$ cat src/rtl/xlate_pkg.sv
package xlate_pkg;
  localparam int ADDR_W   = 32;
  localparam int PG_SHIFT = 12;
  localparam int IDX_W    = 10;
  localparam int ENT_LG   = 2;

  typedef logic [ADDR_W-1:0] addr_t;

  typedef struct packed {
    addr_t base;
    addr_t limit;
  } seg_desc_t;

  typedef enum logic [2:0] {
    ST_IDLE,
    ST_LIN,
    ST_PDE_REQ,
    ST_PDE_DAT,
    ST_PTE_REQ,
    ST_PTE_DAT
  } walk_st_e;

  // Entry address: frame of the level above, index scaled by the entry size.
  function automatic addr_t entry_addr(addr_t frame, logic [IDX_W-1:0] idx);
    return {frame[ADDR_W-1:PG_SHIFT], idx, {ENT_LG{1'b0}}};
  endfunction
endpackage

$ cat src/rtl/seg_cache.sv
module seg_cache
  import xlate_pkg::*;
#(
  parameter int NSEG  = 8,
  localparam int SEL_W = (NSEG > 1) ? $clog2(NSEG) : 1
) (
  input  logic             clk,
  input  logic             wr_en,
  input  logic [SEL_W-1:0] wr_idx,
  input  seg_desc_t        wr_desc,
  input  logic             rd_en,
  input  logic [SEL_W-1:0] rd_idx,
  output seg_desc_t        rd_desc
);
  // Plain array with a registered read so block RAM can be inferred.
  seg_desc_t mem [NSEG];

  always_ff @(posedge clk) begin
    if (wr_en) mem[wr_idx] <= wr_desc;
  end

  always_ff @(posedge clk) begin
    if (rd_en) rd_desc <= mem[rd_idx];
  end
endmodule

$ cat src/rtl/seg_calc.sv
module seg_calc
  import xlate_pkg::*;
(
  input  seg_desc_t desc,
  input  addr_t     off,
  output addr_t     lin,
  output logic      over
);
  // The sum is kept at address width, so the carry out is dropped.
  always_comb begin
    lin  = desc.base + off;
    over = (off > desc.limit);
  end
endmodule

$ cat src/rtl/xlate_ctrl.sv
module xlate_ctrl
  import xlate_pkg::*;
(
  input  logic  clk,
  input  logic  rst,
  input  logic  pdbr_we,
  input  addr_t pdbr_in,
  input  logic  cfg_pe,
  input  logic  cfg_pg,
  input  logic  req_valid,
  output logic  req_ready,
  input  addr_t req_off,
  output logic  accept,
  output addr_t off_q,
  input  addr_t lin_i,
  input  logic  over_i,
  output logic  mem_rd_en,
  output addr_t mem_addr,
  input  addr_t mem_rdata,
  output logic  out_valid,
  output addr_t out_paddr,
  output logic  out_gp_fault,
  output logic  out_pf_fault,
  output addr_t fault_lin
);
  localparam int FRAME_W = ADDR_W - PG_SHIFT;
  localparam int DIR_LO  = PG_SHIFT + IDX_W;

  walk_st_e             state;
  logic [FRAME_W-1:0]   dirbase_q;
  logic                 walk_q;
  addr_t                lin_q;
  logic                 present;
  logic                 unused_bits;

  assign req_ready   = (state == ST_IDLE);
  assign accept      = req_valid && req_ready;
  assign present     = mem_rdata[0];
  assign unused_bits = ^{pdbr_in[PG_SHIFT-1:0], mem_rdata[PG_SHIFT-1:1]};

  always_ff @(posedge clk) begin
    if (rst) begin
      state        <= ST_IDLE;
      dirbase_q    <= '0;
      walk_q       <= 1'b0;
      off_q        <= '0;
      lin_q        <= '0;
      mem_rd_en    <= 1'b0;
      mem_addr     <= '0;
      out_valid    <= 1'b0;
      out_paddr    <= '0;
      out_gp_fault <= 1'b0;
      out_pf_fault <= 1'b0;
      fault_lin    <= '0;
    end else begin
      out_valid    <= 1'b0;
      out_gp_fault <= 1'b0;
      out_pf_fault <= 1'b0;
      mem_rd_en    <= 1'b0;
      if (pdbr_we) dirbase_q <= pdbr_in[ADDR_W-1:PG_SHIFT];

      unique case (state)
        ST_IDLE: begin
          if (accept) begin
            off_q  <= req_off;
            walk_q <= cfg_pe && cfg_pg;
            state  <= ST_LIN;
          end
        end
        ST_LIN: begin
          lin_q <= lin_i;
          if (over_i) begin
            out_valid    <= 1'b1;
            out_gp_fault <= 1'b1;
            out_paddr    <= '0;
            state        <= ST_IDLE;
          end else if (walk_q) begin
            mem_rd_en <= 1'b1;
            mem_addr  <= entry_addr({dirbase_q, {PG_SHIFT{1'b0}}},
                                    lin_i[ADDR_W-1:DIR_LO]);
            state     <= ST_PDE_REQ;
          end else begin
            out_valid <= 1'b1;
            out_paddr <= lin_i;
            state     <= ST_IDLE;
          end
        end
        ST_PDE_REQ: state <= ST_PDE_DAT;
        ST_PDE_DAT: begin
          if (!present) begin
            out_valid    <= 1'b1;
            out_pf_fault <= 1'b1;
            out_paddr    <= '0;
            fault_lin    <= lin_q;
            state        <= ST_IDLE;
          end else begin
            mem_rd_en <= 1'b1;
            mem_addr  <= entry_addr(mem_rdata, lin_q[DIR_LO-1:PG_SHIFT]);
            state     <= ST_PTE_REQ;
          end
        end
        ST_PTE_REQ: state <= ST_PTE_DAT;
        ST_PTE_DAT: begin
          out_valid <= 1'b1;
          state     <= ST_IDLE;
          if (!present) begin
            out_pf_fault <= 1'b1;
            out_paddr    <= '0;
            fault_lin    <= lin_q;
          end else begin
            out_paddr <= {mem_rdata[ADDR_W-1:PG_SHIFT], lin_q[PG_SHIFT-1:0]};
          end
        end
        default: state <= ST_IDLE;
      endcase
    end
  end
endmodule

$ cat src/rtl/addr_xlate_top.sv
module addr_xlate_top
  import xlate_pkg::*;
#(
  parameter int NSEG  = 8,
  localparam int SEL_W = (NSEG > 1) ? $clog2(NSEG) : 1
) (
  input  logic             clk,
  input  logic             rst,
  input  logic             desc_we,
  input  logic [SEL_W-1:0] desc_idx,
  input  logic [31:0]      desc_base,
  input  logic [31:0]      desc_limit,
  input  logic             pdbr_we,
  input  logic [31:0]      pdbr_in,
  input  logic             cfg_pe,
  input  logic             cfg_pg,
  input  logic             req_valid,
  output logic             req_ready,
  input  logic [SEL_W-1:0] req_sel,
  input  logic [31:0]      req_off,
  output logic             mem_rd_en,
  output logic [31:0]      mem_addr,
  input  logic [31:0]      mem_rdata,
  output logic             out_valid,
  output logic [31:0]      out_paddr,
  output logic             out_gp_fault,
  output logic             out_pf_fault,
  output logic [31:0]      fault_lin
);
  seg_desc_t wr_desc, rd_desc;
  addr_t     off_q, lin;
  logic      over, accept;

  assign wr_desc = '{base: desc_base, limit: desc_limit};

  seg_cache #(.NSEG(NSEG)) u_cache (
    .clk    (clk),
    .wr_en  (desc_we),
    .wr_idx (desc_idx),
    .wr_desc(wr_desc),
    .rd_en  (accept),
    .rd_idx (req_sel),
    .rd_desc(rd_desc)
  );

  seg_calc u_calc (
    .desc(rd_desc),
    .off (off_q),
    .lin (lin),
    .over(over)
  );

  xlate_ctrl u_ctrl (
    .clk         (clk),
    .rst         (rst),
    .pdbr_we     (pdbr_we),
    .pdbr_in     (pdbr_in),
    .cfg_pe      (cfg_pe),
    .cfg_pg      (cfg_pg),
    .req_valid   (req_valid),
    .req_ready   (req_ready),
    .req_off     (req_off),
    .accept      (accept),
    .off_q       (off_q),
    .lin_i       (lin),
    .over_i      (over),
    .mem_rd_en   (mem_rd_en),
    .mem_addr    (mem_addr),
    .mem_rdata   (mem_rdata),
    .out_valid   (out_valid),
    .out_paddr   (out_paddr),
    .out_gp_fault(out_gp_fault),
    .out_pf_fault(out_pf_fault),
    .fault_lin   (fault_lin)
  );
endmodule

$ cat config.mk
export PLATFORM = sky130hd
export DESIGN_NAME = addr_xlate_top
export DESIGN_NICKNAME = d
export VERILOG_FILES = /design/src/rtl/xlate_pkg.sv /design/src/rtl/seg_cache.sv /design/src/rtl/seg_calc.sv /design/src/rtl/xlate_ctrl.sv /design/src/rtl/addr_xlate_top.sv
export SDC_FILE = /design/constraint.sdc
export NUM_CORES = 1
export LEC_CHECK = 0
export ABC_AREA = 1
export ABC_CLOCK_PERIOD_IN_PS = 7050
export BUFFER_PORTS_ARGS = -buffer_cell sky130_fd_sc_hd__buf_2
export CAP_MARGIN = 25
export CORE_ASPECT_RATIO = 0.9
export CORE_MARGIN = 4
export CORE_UTILIZATION = 35
export DETAILED_ROUTE_END_ITERATION = 6
export HOLD_SLACK_MARGIN = 0.02
export PLACE_DENSITY_LB_ADDON = 0.08
export SLEW_MARGIN = 20
export SYNTH_ARGS = -nofsm -noshare
export SYNTH_HDL_FRONTEND = slang
export SYNTH_SLANG_ARGS = --single-unit
$ cat constraint.sdc
create_clock -name clk -period 7.05 [get_ports clk]
set_input_delay 0.3525 -clock clk [delete_from_list [all_inputs] [get_ports clk]]
set_output_delay 0.3525 -clock clk [all_outputs]
set_load 0.03 [all_outputs]
# Word-level counts from Yosys, hierarchy flattened
# Memories as Yosys holds them, arrays and structs flattened. A register that Yosys moved wholly into a read port is not among the register bits.
# Index checks and enable logic that the tools add are counted.
# word_totals
reg_bits	188
latch_bits	0
mem_bits_rw	512
romBits	0
input_bits	173
output_inout_bits	101
elab_cells	66
n_memories	1
# mem_list
name	depth	word_bits	rd	rd_clocked_by_memory_dff	write_ports	line_no	text
u_cache.mem	8	64	1	1	1	seg_cache.sv:16	seg_desc_t mem [NSEG];
# op_classes
add_sub_neg	1
n_mul	0
n_div	0
n_lt_le_gt_ge	1
eq_ne	11
shift	0
mux	25
bitwise	3
n_reduce_logical	12
# op_table
cell	count
$mux W32	7
$pmux W32 S3	1
$pmux W32 S2	1
$add A32 B32 Y32	1
$gt A32 B32 Y1	1
$pmux W3 S5	1
$mux W1	9
$mux W3	3
$ne A2 B2 Y1 const B	4
$eq A3 B2 Y1 const B	2
$eq A3 B3 Y1 const B	2
$reduce_or A2 Y1	3
$reduce_and A2 Y1	2
$reduce_and A4 Y1	1
$eq A3 B1 Y1 const B	1
$logic_not A3 Y1	1
$ne A3 B3 Y1 const B	1
$not A1 Y1	3
$pmux W1 S3	1
$reduce_and A3 Y1	1
$reduce_bool A3 Y1	1
$logic_and A1 B1 Y1	2
$mux W2	1
$ne A2 B1 Y1 const B	1
other kinds (2)	2

# Logic depth before layout (Yosys ltp)
# Gate-level depths: netlist of the first run.
# depth
ltp_word	4
depth_mapped	20
depth_no_buf	18

# Modules after synthesis
# Synthesis of the first run repeated with hierarchy kept, for this count alone.
# unflattened
cells_unflattened	4149
hier_area_um2	35801.8
# by_module_without_submodules
mod	instances	cells_per_inst	area_per_inst_um2	seq_area_each_um2
seg_cache	1	2294	24298.3	17296.6
xlate_ctrl	1	1237	8338.0	3723.6
seg_calc	1	618	3165.5	0.0

# Least setup slack after synthesis of the first run
# OpenSTA, ideal clock, no wires.
# synth_timing
path_kind	input -> register
startpoint	input desc_idx[0]
endpoint	memory u_cache.mem[0][0] (netlist name), enable pin
setup_ps	487
arrival_ps	3171
required_ps	6563
setup_slack_ps	3393
cell_stages	3
n_path_buf	0
path_cell_list	inv_1 -> nand2_1 -> nor2_1
# synth_lines
item	line_no	text
start: declaration	addr_xlate_top.sv:10	input logic [SEL_W-1:0] desc_idx,
end: declaration	seg_cache.sv:16	
# Straight into the memory's write port.

# Final worst setup path of the first run
# layout_timing
startpoint	register u_ctrl.off_q[23]
endpoint	register u_ctrl.out_paddr[11]
# layout_via
elab_chain_len	3
elab_cells_between_ends	5
classes_between	1 x order compare; 1 x eq/ne; 2 x mux; 1 x reduce/logical
# layout_rtl
item	line_no	text
start: declaration	xlate_ctrl.sv:14	output addr_t off_q,
start signal: assignment	xlate_ctrl.sv:65	off_q <= req_off;
$gt A32 B32 Y1 *	seg_calc.sv:12	over = (off > desc.limit);
$ne A3 B3 Y1 (no source line) or $mux W32 (tied branches)	n/a	
$reduce_and A3 Y1 (no source line) or $pmux W32 S3 (tied branches)	n/a	
end signal: assignment	xlate_ctrl.sv:84	out_paddr <= lin_i;
end signal: assignment	xlate_ctrl.sv:111	out_paddr <= {mem_rdata[ADDR_W-1:PG_SHIFT], lin_q[PG_SHIFT-1:0]};
end: declaration	xlate_ctrl.sv:21	output addr_t out_paddr,
# Mark *: on every way between the ends. The rest lies on a longest branch, timed or not.
# A chain may end at the register's enable or synchronous reset.

==> results of run 1 <==
[per-layer routing]
layer	wire length (um)	vias up	GRT usage
met3	4990	124	0.0339
met1	46100	11600	0.281
met2	43100	574	0.303
li1	-	11600	-
met5	12	-	0
met4	1790	2	0.0428
[state kept, by name (all words and copies together) (netlist names)]
| register | count |
|---|---|
| u_ctrl.dirbase_q | 20 |
| u_cache.mem | 512 |
| u_ctrl.fault_lin | 32 |
| u_ctrl.off_q | 32 |
| u_ctrl.lin_q | 32 |
| u_cache.rd_desc | 64 |
| u_ctrl.mem_addr | 30 |
| u_ctrl.out_valid | 1 |
| u_ctrl.out_gp_fault | 1 |
| u_ctrl.walk_q | 1 |
| u_ctrl.mem_rd_en | 1 |
| u_ctrl.state | 3 |
| u_ctrl.out_paddr | 32 |
| u_ctrl.out_pf_fault | 1 |
[synth_stat cells (all sizes together), types with 2 or more instances]
master and count:
a31oi 65, ha 63, o211ai 10, a211oi 2, a21oi 131, nand2 525
nor3 4, edfxtp 576, o22ai 64, xor2 15, nand4 13, nor4 2
inv 214, o21ai 345, clkbuf 120, o21bai 2, o21a 2, dfxtp 186
nand3b 37, and2 2, xnor2 2, nand3 86, buf 56, nor2 696
[where the power goes]
group          total, mW  internal, mW  leakage [nW]  switching [mW]
Sequential          5.14          5.05          6.78          0.0959
Combinational       1.21         0.378          7.08           0.832
Clock               4.24          2.46          1.32            1.78
Total               10.6          7.89          15.2            2.71
[logic make-up (layout without fill, tap and decap cells)]
group           count (synthesis)  count (layout)  synth area share
compound gates                623             623             0.103
xor+xnor                       17              17           0.00461
fa+ha+maj                      64              64            0.0250
buf+inv                       390             761            0.0478
flops                         762             762             0.650
other cells                     1               5          0.000116
simple gates                 1367            1367             0.169
[tightest hold or removal path: stages]
cell	delay [ns]
buf_2	0.10
nand2_1	0.06
nand2_1	0.06
nor2_1	0.03
nor2_1	0.06
[area by class of cell]
cell class / count / area (um^2) / share of cell area
multi-input cells: 2073 / 9860 / 0.255
clock inverters: 38 / 275 / 0.00712
diodes: 3 / 7.51 / 0.000194
repair buffers: 395 / 2720 / 0.0704
flip-flops and latches: 762 / 21000 / 0.544
inverters: 214 / 815 / 0.0211
clock buffers: 114 / 2400 / 0.0621
well taps: 1230 / 1540 / 0.0398
[per-stage QoR]
stage,cell area [um^2],cells,power (mW)
global placement,34700,4557,6.38
floorplan,32300,3225,5.94
finish,38600,4829,10.6
CTS,38600,4825,10.7
global route,38600,4827,11.1
detailed placement,34800,4559,6.40
[worst max-delay path by stage]
| stage | to | slack, ns | depth (start not counted) |
|---|---|---|---|
| after floorplan | u_cache.mem[0][0] | 3.39 | 3 |
| after detailed placement | u_ctrl.out_paddr[8] | 3.27 | 12 |
| after global placement | u_ctrl.out_paddr[4] | 3.27 | 12 |
| after global routing | u_ctrl.out_paddr[8] | 2.99 | 12 |
| after CTS | u_ctrl.out_paddr[8] | 3.28 | 12 |
| final | u_ctrl.out_paddr[11] | 3.34 | 12 |
[layout by cell type (no fill, tap or decap), types with 65 or more instances in the layout]
master,count
dlygate4sd3_1,114
edfxtp_1,576
a21oi_1,131
nor2_1,685
o21ai_0,344
a31oi_1,65
buf_2,246
dfxtp_1,186
nand2_1,524
inv_1,205
clkbuf_16,88
nand3_1,85
==> impl_metrics.toml, run 1 <==
[run_status]
status = "complete, no violations"

[floorplan]
coreArea_um2 = 91400
die_h_um = 296
start_util = 0.354
io_pins = 274
die_x_um = 328
dieArea_um2 = 97300
rows = 105

[logic_synthesis]
yosysTopAreaCell = "edfxtp_1"
yosys-top-cells-area = "edfxtp_1 54%, dfxtp_1 12%, nor2_1 8.0%"
synth_edf_count = 576
synth_area_um2 = 32300
yosys_warnings = 0
synth_flop_cell = "edfxtp_1"
yosysUniqueCellTypes = 39
synth_top_area_frac = 0.535
avgSynthCellArea_um2 = 10.0
async_flop_share = 0
synth-seq-cells = 762
synth_cells = 3224
seq_area_frac_synth = 0.650

[worst_setup_path]
rr_endpoint = "u_ctrl.out_paddr[11]"
cp_slowest_cell = "nand2_1"
worst-path-buf-inv = 1
cp-end-kind = "flip-flop"
crit_type = "reg -> reg"
ff2ff_setup_slack_ns = 3.34
critPathRequiredTime_ns = 7.58
crit_chain = "ha_1, nand2_1, nor2_1, nand3b_1, nor3b_2, nand2_1, nand2_1, nand3_2, nand2_1, inv_2, nor2_1, nor2_1"
startpoint = "u_ctrl.off_q[23]"
start_kind = "flip-flop"
worst_path_most_repeated_cell = "nand2_1"
rr_startpoint = "u_ctrl.off_q[23]"
arrival_ns = 4.24
r2r_cells = 12
worst-path-max-fanout = 35
cpPeakStageDelay_ns = 0.75
cp_top_family = "simple AND/OR/NAND/NOR gates"

[place]
place_ws_ns = 3.27
io_buffer_count = 248
dpl.hpwl_mm = 60.5
routabilityCongestion = 0.856

[clock_tree]
clkTransAtPathRegs_ns = 0.06
clock_latency_ns = 0.65
clock-sinks = 762
cts_resized = 0
cts_setup_buffers = 0
cts_max_level = 3
cts_buffer_depth = 3
postCtsHoldBufs = 114
cts_root_buffer = "clkbuf_16"
numCtsBuffers = 85
cts_tree = "done"

[hold_path]
min_path_type = "in -> reg"
worstHoldStart = "mem_rdata[30]"
whs_endpoint = "u_ctrl.out_paddr[30]"
hold_depth = 5

[finish]
area_growth_pct = 19.5
nFillCells = 8902
final_core_util = 0.423
nNetsFinal = 3768
layout-drive-gt1-share = 0.120

[sta]
clock_skew_ns = 0.0309
slew_headroom = 0.319
drv_slew = 0
finalCriticalPeriod_ns = 3.71
finalSetupViolCount = 0
worstMarginPinSlew_ns = 1.02
clock.fmax_mhz = 270
setup-tns-final_ns = 0
period_share = 0.526
finalHoldViolCount = 0
rsz0062_at_grt = "false"
hold-worst-slack_ns = 0.0705
setup_ws_ns = 3.34

[pwr]
powerDensity_nw_per_um2 = 274
power.leakage_nw = 15.2
ir_drop_mv = 0.144

[global_route]
gr-usage-all-layers = 0.193
grt_pass1_vias = 23100
grt_max_degree = 167
grt_overflow = 0
grt_pass1_wl_mm = 142
antenna_found_initial = 5

[detailed_routing]
viasPerCell = 4.94
initialDrtViolationCount = 1670
vias = 23900
drc = 0
ant_nets = 0
wl_mm = 96.0
wire_per_inst_um = 19.9
first_pass_iters = 5

[flow_run]
drv_cap = 0
Note: power is estimated with default switching activity, not from simulation.
==> run 2: changes to the inputs <==
- ABC_CLOCK_PERIOD_IN_PS: 7050 -> 3200
- clock period: 7.05 -> 3.2 ns (I/O delays scaled with it)
==> impl_metrics.toml, run 2 (synthesized netlist as in run 1, its figures left out) <==
[detailed_routing]
ant_nets = 0
viasPerCell = 4.90
wl_mm = 96.0
wire_per_inst_um = 19.6
first_pass_iters = 5
drc = 0
vias = 24000
initialDrtViolationCount = 1593

[worst_setup_path]
cpPeakStageDelay_ns = 0.35
start_kind = "flip-flop"
startpoint = "u_ctrl.off_q[23]"
worst-path-buf-inv = 1
ff2ff_setup_slack_ns = 0.58
cp-end-kind = "flip-flop"
arrival_ns = 3.18
worst-path-max-fanout = 30
crit_chain = "ha_1, nand2_1, nor2_1, nand3b_1, nor3b_2, nand4_1, nand3_2, buf_4, nand3_1, a21oi_1"
cp_top_family = "simple AND/OR/NAND/NOR gates"
worst-path-stages = 10
endpoint = "u_ctrl.mem_addr[21]"
rr_startpoint = "u_ctrl.off_q[23]"
r2r_cells = 10
critPathRequiredTime_ns = 3.76
cp_slowest_cell = "dfxtp_1"
rr_endpoint = "u_ctrl.mem_addr[21]"
crit_type = "reg -> reg"

[place]
dpl.hpwl_mm = 61.5
post_dp_cell_area_um2 = 35200
routabilityCongestion = 0.853
io_buffer_count = 248
place_ws_ns = 0.566

[global_route]
gr-usage-all-layers = 0.194
antenna_found_initial = 3
grt_max_degree = 129
grt_overflow = 0
grt_pass1_vias = 23800
grt_pass1_wl_mm = 144

[clock_tree]
cts_tree = "done"
clkTransAtPathRegs_ns = 0.06
postCtsHoldBufs = 159
cts_root_buffer = "clkbuf_16"
cts_buffer_depth = 3
cts_max_level = 3
numCtsBuffers = 85
clock-sinks = 762
clock_latency_ns = 0.64
cts_setup_buffers = 0
cts_resized = 0

[finish]
regMostFlops = "u_cache.mem"
nFillCells = 8885
largest_reg_flops = 512
nNetsFinal = 3844
reg_top3 = "u_cache.mem x512, u_cache.rd_desc x64"
final_cell_mix = "685 x nor2_1, 576 x edfxtp_1, 524 x nand2_1"
area_growth_pct = 22.2
final_core_util = 0.432
stdcell_area_um2 = 39500
final_common_cell = "nor2_1"
layout-drive-gt1-share = 0.126

[pwr]
switching_share = 0.254
ir_drop_mv = 0.399
clkPwrFrac = 0.404
seq_power_share = 0.479
switchingPower_mw = 6.00
combPwrFrac = 0.117
p_int_mw = 17.7
power_mw = 23.7
powerDensity_nw_per_um2 = 599
power.leakage_nw = 15.6

[sta]
finalCriticalPeriod_ns = 2.62
rsz0062_at_grt = "false"
clock.fmax_mhz = 381
worstMarginPinSlew_ns = 0.986
clock_skew_ns = 0.0195
slew_headroom = 0.342
period_share = 0.820
finalSetupViolCount = 0
finalHoldViolCount = 0
drv_slew = 0
setup_ws_ns = 0.577

[hold_path]
min_path_type = "in -> reg"

[floorplan]
dieArea_um2 = 97300
die_x_um = 328
coreArea_um2 = 91400
rows = 105
io_pins = 274
die_h_um = 296
start_util = 0.354

[run_status]
status = "complete, no violations"

[flow_run]
drv_cap = 0
## run 2: changes by cell type in the layout (fill, tap and decap cells not counted), moves of 3 or more
| cell | delta |
|---|---|
| dlygate4sd3_1 | +45 |
| buf_4 | +21 |
| buf_12 | +11 |
| clkbuf_1 | +8 |
| clkinv_1 | -7 |
| bufinv_16 | +3 |
| clkbuf_8 | -3 |
| clkinvlp_4 | +3 |
## run 2: worst min-delay path by stage
stage,startpoint,to,slack [ns],depth (start not counted)
after detailed placement,pdbr_in[27],u_ctrl.dirbase_q[15],0.39,3
after global placement,pdbr_in[14],u_ctrl.dirbase_q[2],0.38,3
after CTS,rst,u_ctrl.out_paddr[15],0.02,4
after global routing,rst,u_ctrl.out_paddr[15],0.07,4
after floorplan,desc_limit[0],u_cache.mem[0][0],0.26,0
final,req_sel[2],u_cache.rd_desc[10],0.05,3
## run 2: cell type report
type | instances | area, um^2 | area share
Clock buffer | 119 | 2390 | 0.0605
Tap cell | 1230 | 1540 | 0.0390
Multi-Input combinational cell | 2073 | 9870 | 0.250
Clock inverter | 36 | 350 | 0.00887
Inverter | 214 | 815 | 0.0206
Timing Repair Buffer | 471 | 3520 | 0.0892
Antenna cell | 2 | 5.00 | 0.000127
Sequential cell | 762 | 21000 | 0.532
## run 2: metal layers
metal / track usage / vias to the layer above / share of wire / wire length [um]
met5: 0 / - / 0.00014 / 13
met2: 0.309 / 537 / 0.45 / 43300
met1: 0.280 / 11600 / 0.48 / 46300
li1: - / 11800 / - / -
met4: 0.0463 / 2 / 0.020 / 1950
met3: 0.0287 / 131 / 0.045 / 4330
## run 2: worst register-to-register path: stages, from the launching register on
cell and delay, ns:
dfxtp_1 0.35, ha_1 0.31, nand2_1 0.08, nor2_1 0.17, nand3b_1 0.11, nor3b_2 0.30, nand4_1 0.29, nand3_2 0.27
buf_4 0.35, nand3_1 0.14, a21oi_1 0.16
## run 2: metrics by stage
stage	cells	hold WS [ns]	TNS (ns)
after floorplan	3225	0.259	-99.27
final	4907	0.0510	0
after global routing	4905	0.0670	0
after global placement	4591	0.384	0
after CTS	4905	0.0245	0
after detailed placement	4591	0.388	0
## run 2: power by group through the flow
stage	combinational, mW	sequential, mW	clock, mW
after detailed placement	2.62	11.5	0
final	2.77	11.3	9.58
after CTS	2.80	11.3	9.84
after global routing	3.10	11.4	10.2
after global placement	2.59	11.5	0
after floorplan	1.49	11.6	0
